File: src/rtl/gpr_pkg.sv
package gpr_pkg;
  localparam int ADDR_W    = 4;
  localparam int DATA_W    = 8;
  localparam int PAGE_W    = 2;
  localparam int PAGE_LSB  = 6;
  localparam int OFS_PEND  = 6;
  localparam int OFS_PGLK  = 7;
  localparam int OFS_PAGED = 8;

  typedef enum logic [PAGE_W-1:0] {
    PG_PLAIN = 2'd0,
    PG_POL   = 2'd1,
    PG_ENAB  = 2'd2,
    PG_ID    = 2'd3
  } page_e;
endpackage

File: src/rtl/gpr_addr_dec.sv
module gpr_addr_dec
  import gpr_pkg::*;
#(
  parameter int NUM_PORTS = 6,
  parameter int NUM_PAGED = 3,
  localparam int IDX_W = (NUM_PAGED > 1) ? $clog2(NUM_PAGED) : 1
) (
  input  logic [ADDR_W-1:0] addr_i,
  output logic [NUM_PORTS-1:0] port_hit_o,
  output logic              pend_hit_o,
  output logic              pglk_hit_o,
  output logic              paged_hit_o,
  output logic [IDX_W-1:0]  paged_idx_o
);
  logic [ADDR_W-1:0] rel_addr;

  always_comb begin
    for (int p = 0; p < NUM_PORTS; p++) begin
      port_hit_o[p] = (addr_i == ADDR_W'(p));
    end
  end

  assign pend_hit_o  = (addr_i == ADDR_W'(OFS_PEND));
  assign pglk_hit_o  = (addr_i == ADDR_W'(OFS_PGLK));
  assign paged_hit_o = (addr_i >= ADDR_W'(OFS_PAGED)) &&
                       (addr_i <  ADDR_W'(OFS_PAGED + NUM_PAGED));
  assign rel_addr    = addr_i - ADDR_W'(OFS_PAGED);
  assign paged_idx_o = rel_addr[IDX_W-1:0];
endmodule

File: src/rtl/gpr_port_bank.sv
module gpr_port_bank
  import gpr_pkg::*;
#(
  parameter int NUM_PORTS = 6,
  localparam int LINES = NUM_PORTS * DATA_W
) (
  input  logic                 clk_i,
  input  logic                 rst_ni,
  input  logic                 wr_i,
  input  logic [NUM_PORTS-1:0] port_hit_i,
  input  logic [NUM_PORTS-1:0] lock_i,
  input  logic [DATA_W-1:0]    wdata_i,
  output logic [LINES-1:0]     latch_o
);
  for (genvar p = 0; p < NUM_PORTS; p++) begin : g_port
    logic [DATA_W-1:0] latch_q;

    always_ff @(posedge clk_i or negedge rst_ni) begin
      if (!rst_ni) begin
        latch_q <= '0;
      end else if (wr_i && port_hit_i[p] && !lock_i[p]) begin
        latch_q <= wdata_i;
      end
    end

    assign latch_o[p*DATA_W +: DATA_W] = latch_q;
  end
endmodule

File: src/rtl/gpr_rd_mux.sv
module gpr_rd_mux
  import gpr_pkg::*;
#(
  parameter int NUM_PORTS = 6,
  parameter int NUM_PAGED = 3,
  localparam int LINES = NUM_PORTS * DATA_W
) (
  input  logic [NUM_PORTS-1:0] port_hit_i,
  input  logic                 pend_hit_i,
  input  logic                 paged_hit_i,
  input  page_e                page_i,
  input  logic [LINES-1:0]     pad_i,
  input  logic [NUM_PAGED-1:0] pend_i,
  input  logic [DATA_W-1:0]    id_rdata_i,
  output logic [DATA_W-1:0]    rdata_o
);
  always_comb begin
    rdata_o = '0;
    for (int p = 0; p < NUM_PORTS; p++) begin
      // pads read back inverted
      if (port_hit_i[p]) rdata_o = ~pad_i[p*DATA_W +: DATA_W];
    end
    if (pend_hit_i) rdata_o = {{(DATA_W-NUM_PAGED){1'b0}}, pend_i};
    if (paged_hit_i && page_i == PG_ID) rdata_o = id_rdata_i;
  end
endmodule

File: src/rtl/gpio_paged_regfile.sv
module gpio_paged_regfile
  import gpr_pkg::*;
#(
  parameter int NUM_PORTS = 6,
  parameter int NUM_PAGED = 3,
  localparam int LINES = NUM_PORTS * DATA_W,
  localparam int IDX_W = (NUM_PAGED > 1) ? $clog2(NUM_PAGED) : 1
) (
  input  logic                 clk_i,
  input  logic                 rst_ni,
  input  logic [ADDR_W-1:0]    addr_i,
  input  logic [DATA_W-1:0]    wdata_i,
  input  logic                 wr_i,
  input  logic                 rd_i,
  output logic [DATA_W-1:0]    rdata_o,
  output logic [LINES-1:0]     pad_oe_o,
  input  logic [LINES-1:0]     pad_i,
  output logic                 edge_wr_o,
  output logic                 edge_rd_o,
  output logic [PAGE_W-1:0]    edge_sel_o,
  output logic [IDX_W-1:0]     edge_idx_o,
  output logic [DATA_W-1:0]    edge_wdata_o,
  input  logic [DATA_W-1:0]    edge_rdata_i,
  input  logic [NUM_PAGED-1:0] edge_pend_i
);
  logic [NUM_PORTS-1:0] port_hit;
  logic                 pend_hit, pglk_hit, paged_hit;
  logic [IDX_W-1:0]     paged_idx;
  page_e                page_q;
  logic [NUM_PORTS-1:0] lock_q;

  gpr_addr_dec #(.NUM_PORTS(NUM_PORTS), .NUM_PAGED(NUM_PAGED)) dec_i (
    .addr_i      (addr_i),
    .port_hit_o  (port_hit),
    .pend_hit_o  (pend_hit),
    .pglk_hit_o  (pglk_hit),
    .paged_hit_o (paged_hit),
    .paged_idx_o (paged_idx)
  );

  always_ff @(posedge clk_i or negedge rst_ni) begin
    if (!rst_ni) begin
      page_q <= PG_PLAIN;
      lock_q <= '0;
    end else if (wr_i && pglk_hit) begin
      page_q <= page_e'(wdata_i[PAGE_LSB +: PAGE_W]);
      lock_q <= wdata_i[NUM_PORTS-1:0];
    end
  end

  gpr_port_bank #(.NUM_PORTS(NUM_PORTS)) bank_i (
    .clk_i      (clk_i),
    .rst_ni     (rst_ni),
    .wr_i       (wr_i),
    .port_hit_i (port_hit),
    .lock_i     (lock_q),
    .wdata_i    (wdata_i),
    .latch_o    (pad_oe_o)
  );

  gpr_rd_mux #(.NUM_PORTS(NUM_PORTS), .NUM_PAGED(NUM_PAGED)) mux_i (
    .port_hit_i  (port_hit),
    .pend_hit_i  (pend_hit),
    .paged_hit_i (paged_hit),
    .page_i      (page_q),
    .pad_i       (pad_i),
    .pend_i      (edge_pend_i),
    .id_rdata_i  (edge_rdata_i),
    .rdata_o     (rdata_o)
  );

  // page 0 leaves the paged window unused; only the ID bank is readable
  assign edge_wr_o    = wr_i && paged_hit && (page_q != PG_PLAIN);
  assign edge_rd_o    = rd_i && paged_hit && (page_q == PG_ID);
  assign edge_sel_o   = page_q;
  assign edge_idx_o   = paged_idx;
  assign edge_wdata_o = wdata_i;
endmodule

File: config.mk
export PLATFORM = sky130hd
export DESIGN_NAME = gpio_paged_regfile
export DESIGN_NICKNAME = d
export VERILOG_FILES = /design/src/rtl/gpr_pkg.sv /design/src/rtl/gpr_addr_dec.sv /design/src/rtl/gpr_port_bank.sv /design/src/rtl/gpr_rd_mux.sv /design/src/rtl/gpio_paged_regfile.sv
export SDC_FILE = /design/constraint.sdc
export NUM_CORES = 1
export LEC_CHECK = 0
export ABC_AREA = 1
export BUFFER_PORTS_ARGS = -buffer_cell sky130_fd_sc_hd__buf_2
export CORE_MARGIN = 5
export CORE_UTILIZATION = 25
export CTS_BUF_LIST = sky130_fd_sc_hd__clkbuf_4 sky130_fd_sc_hd__clkbuf_8
export CTS_CLUSTER_DIAMETER = 40
export CTS_CLUSTER_SIZE = 14
export DETAILED_ROUTE_END_ITERATION = 16
export GPL_TIMING_DRIVEN = 0
export SKIP_CTS_REPAIR_TIMING = 1
export SLEW_MARGIN = 40
export SYNTH_ARGS = -nofsm -noshare
export SYNTH_HDL_FRONTEND = slang
export SYNTH_SLANG_ARGS = --single-unit
File: constraint.sdc
create_clock -name clk_i -period 2 [get_ports clk_i]
set_input_delay 0.6 -clock clk_i [delete_from_list [all_inputs] [get_ports clk_i]]
set_output_delay 0.6 -clock clk_i [all_outputs]
set_load 0.01 [all_outputs]
## Word level (Yosys, flattened, before mapping)

Cells that the tools add are included.

- Bits in registers: 56
- Bits in latches: 0
- Bits in writable memories: 0
- Bits in read-only memories: 0
- Input bits: 75
- Word-level logic and storage cells: 60
- Memories kept: 0

- $add $sub $neg: 1
- Multiply operators: 0
- Div/mod/pow operators: 0
- $lt $le $gt $ge: 2
- Equality and inequality tests: 8
- Shifts and indexed selects: 0
- Muxes and demuxes: 8
- Bitwise logic cells: 6
- Reductions and logical operators: 27

Operators with widths:

| operator | number |
|---|---|
| two-way mux 8 bit | 8 |
| NOT 8 bit | 6 |
| logical AND 1 bit | 19 |
| == test 4 x 3 -> 1 bit (second input constant) | 4 |
| == test 4 x 2 -> 1 bit (second input constant) | 2 |
| zero test 1 bit | 6 |
| == test 4 x 1 -> 1 bit (second input constant) | 1 |
| >= comparator 4 bit (second input constant) | 1 |
| zero test 4 bit | 1 |
| < comparator 4 bit (second input constant) | 1 |
| == test 2 bit (second input constant) | 1 |
| nonzero test 2 bit | 1 |
| subtractor 2 x 1 -> 2 bit (second input constant) | 1 |

## Longest topological paths before layout

- Depth after elaboration: 9
- Depth in mapped cells: 9
- Mapped depth without buffers: 9

## Modules after synthesis

A second synthesis with hierarchy kept.

- Cells, all modules: 427
- Area, all modules: 3,168.0 um2

Modules (own cells, without submodules):

| module | times used | cells an instance | area an instance (um2) | seq. area each (um2) |
|---|---|---|---|---|
| gpr_port_bank | 1 | 216 | 2,019.4 | 1,201.2 |
| gpr_rd_mux | 1 | 139 | 619.3 | 0.0 |
| gpio_paged_regfile | 1 | 49 | 425.4 | 200.2 |
| gpr_addr_dec | 1 | 23 | 103.8 | 0.0 |

## Least setup slack after synthesis

OpenSTA, ideal clock, no wires.

- Path type: in2out
- Start point: input addr_i[2]
- End point: output rdata_o[3]
- Arrival time: 1.503 ns
- Setup slack: -0.103 ns
- Stages: 9
- Path buffers: 1
- Cells stage by stage: inv_1 -> nor2_2 -> nand2_1 -> inv_2 -> buf_2 -> nor2_1 -> nand3_1 -> nand2_1 -> nand2_1

- Longest elaborated chain between the ends: 9

Ends and longest elaborated chain:

| item | line | RTL |
|---|---|---|
| start: declaration | gpio_paged_regfile.sv:11 | `input logic [ADDR_W-1:0] addr_i,` |
| zero test 4 bit | gpr_addr_dec.sv:19 | `port_hit_o[p] = (addr_i == ADDR_W'(p));` |
| two-way mux 8 bit (6 in a row) | gpr_rd_mux.sv:21 | `if (port_hit_i[p]) rdata_o = ~pad_i[p*DATA_W +: DATA_W];` |
| two-way mux 8 bit | gpr_rd_mux.sv:23 | `if (pend_hit_i) rdata_o = {{(DATA_W-NUM_PAGED){1'b0}}, pend_i};` |
| two-way mux 8 bit (*) | gpr_rd_mux.sv:24 | `if (paged_hit_i && page_i == PG_ID) rdata_o = id_rdata_i;` |
| end: declaration | gpio_paged_regfile.sv:15 | `output logic [DATA_W-1:0] rdata_o,` |

Mark *: on every way between the ends. The rest lies on a longest branch, timed or not.

## Worst setup path in the final report

- Start point: input addr_i[2]
- End point: output rdata_o[7]

Same word-level chain as after synthesis.

==> flow_summary.rst <==
.. list-table::
   :header-rows: 1

   * - Metric
     - Value
   * - Result of the run
     - complete, but fails checks
   * - Failing checks
     - negative setup slack
   * - TritonCTS clock tree
     - built
   * - Net Count, Synth
     - 440
   * - IO Port Bufs
     - 144
   * - Setup repair after global routing missed its margin
     - true
   * - Post-route setup slack
     - -0.226 ns
   * - CP arrival
     - 1.63 ns
   * - Most common cell after layout, fill and taps aside
     - sky130_fd_sc_hd__buf_2
   * - Delay of the slowest critical-path stage
     - 0.19 ns
   * - Total area of multi-input combinational cells
     - 1260 sq um
   * - Category of the most critical setup path
     - input port to output port
   * - Post-synthesis sequential area ratio
     - 49.1%
   * - GRT overflow
     - 0
   * - Area of the core
     - 11300 sq um
   * - Vias in the first global route
     - 2780
   * - Slew Viols, Final
     - 0
   * - Top cell type's share of synthesized area
     - 49.1%
   * - Synthesized instance count
     - 365
   * - Series of cell instances along the critical path
     - buf_8 -> inv_4 -> nor2_4 -> nand2_4 -> inv_4 -> buf_6 -> nor2_1 -> nand3_1 -> nand2_1 -> nand2_1 -> buf_2
   * - Leakage component of the power
     - 2.26 nW
   * - Storage element area
     - 1400 sq um
   * - Yosys warning total
     - 0
   * - Largest net degree at the start of global routing
     - 57
   * - Initial core utilization
     - 25.2%
   * - Syn Area/Cell
     - 7.81 sq um
   * - Worst-path maximum fanout
     - 7
   * - DRT antenna net count
     - 0
   * - DRC errors left
     - 0
   * - Max stage delay cell, worst path
     - sky130_fd_sc_hd__nor2_4
   * - Detailed router's first-iteration violation count
     - 101
   * - DR vias
     - 2920
   * - Post-synthesis instance area
     - 2850 sq um
   * - Latest clock arrival within the worst-skew pair
     - 0.30 ns
   * - Crit share post-route
     - 111%
   * - Number of failing hold endpoints at the final stage
     - 0
   * - Top Family by Delay on Critical Path
     - simple AND/OR/NAND/NOR gates
   * - Endpoints failing setup
     - 8
   * - Total number of placement rows
     - 39
   * - Worst ir drop on vdd
     - 513 uV
   * - Clock sink count
     - 56
   * - First-pass iteration count of the detailed router
     - 4
   * - Global-route usage over all layers
     - 13.0%
   * - Tightest Hold Check Type
     - input port to asynchronous set/reset pin
   * - Max-slew headroom
     - 53.2%
   * - Max-capacitance violation count
     - 0
   * - Die extent in y
     - 117 microns
   * - Total power density per cell area
     - 791 nW/um^2
   * - Antenna violations before repair
     - 0
   * - Longest Clk Path Bufs
     - 2
   * - Clk pin slew, worst setup/hold paths
     - 0.09 ns
   * - Post-synthesis sequential element count
     - 56
   * - GPL Wtd Cong
     - 0.794
   * - Cell type with the largest total area after synthesis
     - sky130_fd_sc_hd__dfrtp_1
   * - Final worst path period need
     - 2.23 ns
   * - CTS H-tree depth
     - 2
   * - Highest-count cells in the layout ignoring fill and taps
     - sky130_fd_sc_hd__buf_2, sky130_fd_sc_hd__nand2_1, sky130_fd_sc_hd__dfrtp_1, sky130_fd_sc_hd__nor2_1, sky130_fd_sc_hd__o21ai_0
   * - DR vias/cell
     - 4.37
   * - Actual transition at the worst max-transition pin
     - 0.701 ns
   * - Number of antenna cells inserted
     - 0
   * - Die extent in x
     - 117 microns
   * - Maximum clock frequency
     - 449 MHz
   * - Area of the die
     - 13600 sq um
   * - Fraction of layout cells with a size suffix above 1
     - 41.3%
   * - Layout Skew
     - 0.00336 ns
   * - FILL cells
     - 1224
   * - Area growth from synthesis to layout
     - 43.2%
   * - Count of different cell masters after synthesis
     - 21
   * - Number of buffers created by CTS
     - 5
   * - CP Launch Type
     - input port
   * - Worst setup slack after placement
     - -0.517 ns
   * - Sum of buffers and inverters on the critical path
     - 5
   * - Largest cells by area after synthesis
     - sky130_fd_sc_hd__dfrtp_1, sky130_fd_sc_hd__nand2_1, sky130_fd_sc_hd__nor2_1, sky130_fd_sc_hd__o21ai_0, sky130_fd_sc_hd__inv_1
   * - Nets@finish
     - 599
   * - Worst Setup End Kind
     - output port
   * - DR WL/cell
     - 14.2 microns
   * - Clk root buf
     - sky130_fd_sc_hd__clkbuf_8
   * - Total wire length after detailed routing
     - 9.51 mm
   * - Final core occ
     - 36.1%
   * - Req. time, crit path
     - 1.40 ns
   * - Placed wire-length estimate
     - 7.12 mm
   * - Wire length of the first global-routing pass
     - 13.8 mm
   * - # IOs
     - 145
   * - Post-route total power
     - 0.00323 W
stage by stage:
| stage | hold WS, ns | instances | cell area, sq um | TNS [ns] |
|---|---|---|---|---|
| floorplan | 0.304 | 365 | 2860 | 0 |
| global placement | 0.464 | 652 | 3760 | -6.25 |
| detailed placement | 0.467 | 652 | 3760 | -8.14 |
| CTS | 0.358 | 660 | 3880 | -3.96 |
| global route | 0.380 | 668 | 4080 | -2.40 |
| finish | 0.330 | 668 | 4080 | -1.65 |
worst reg2reg max path, delay by kind of cell, from the launching register on:
kind	cells	cell delay [ns]
and+or+nand+nor	3	0.43
DFF	1	0.39
buffers and inverters	1	0.29
AOI/OAI and AO/OA	1	0.08
logic make-up (layout without fill, tap and decap cells):
group	count (synthesis)	after routing	synth area share, %
AO/OA/AOI/OAI	57	57	11.1
flip-flops	56	56	49.1
buffers and inverters	57	217	10.2
AND/OR/NAND/NOR	195	195	29.6
synthesized netlist by cell type (all sizes together):
library cell / count
nand2: 106
nor3: 2
a21oi: 16
dfrtp: 56
nand3b: 5
buf: 17
nand4: 1
nor2: 60
or3: 1
clkbuf: 3
nor3b: 1
o21ai: 41
inv: 37
nand3: 19
power by group:
part	switching (W)	leakage [nW]	internal (W)
registers	0.000149	0.692	0.00139
logic	0.000530	1.51	0.000416
clock network	0.000362	0.0586	0.000386
total	0.00104	2.26	0.00219
final timing paths:
| kind | startpoint | end | slack [ns] | depth (start not counted) |
|---|---|---|---|---|
| min | rst_ni | bank_i.g_port[4].latch_q[5] | 0.33 | 1 |
| max | addr_i[2] | rdata_o[7] | -0.23 | 11 |
| min reg2reg | bank_i.g_port[2].latch_q[7] | bank_i.g_port[2].latch_q[7] | 0.49 | 2 |
| max reg2reg | lock_q[0] | bank_i.g_port[0].latch_q[6] | 0.69 | 5 |
| min in group clk_i | bank_i.g_port[2].latch_q[7] | bank_i.g_port[2].latch_q[7] | 0.49 | 2 |
| max in group asynchronous | rst_ni | bank_i.g_port[0].latch_q[5] | 1.20 | 1 |
metal layers:
metal	wire (microns)	vias to the layer above	global-route usage, %
met2	4660	110	22.7
li1	-	1452	-
met4	57	0	2.75
met3	917	4	3.50
met1	3870	1354	16.3
met5	0	-	0
cell type report:
type	instances	area share [%]
flip-flops and latches	56	34.3
multi-input cells	252	30.8
repair buffers	152	20.1
well taps	143	4.38
plain buffers	20	4.08
inverters	37	3.59
clock buffers	6	1.87
clock inverters	2	0.858
sequential cells by signal (all words and copies together) (netlist names):
register               flops
bank_i.g_port.latch_q     48
lock_q                     6
edge_sel_o                 2
(Power assumes the default switching activity.)
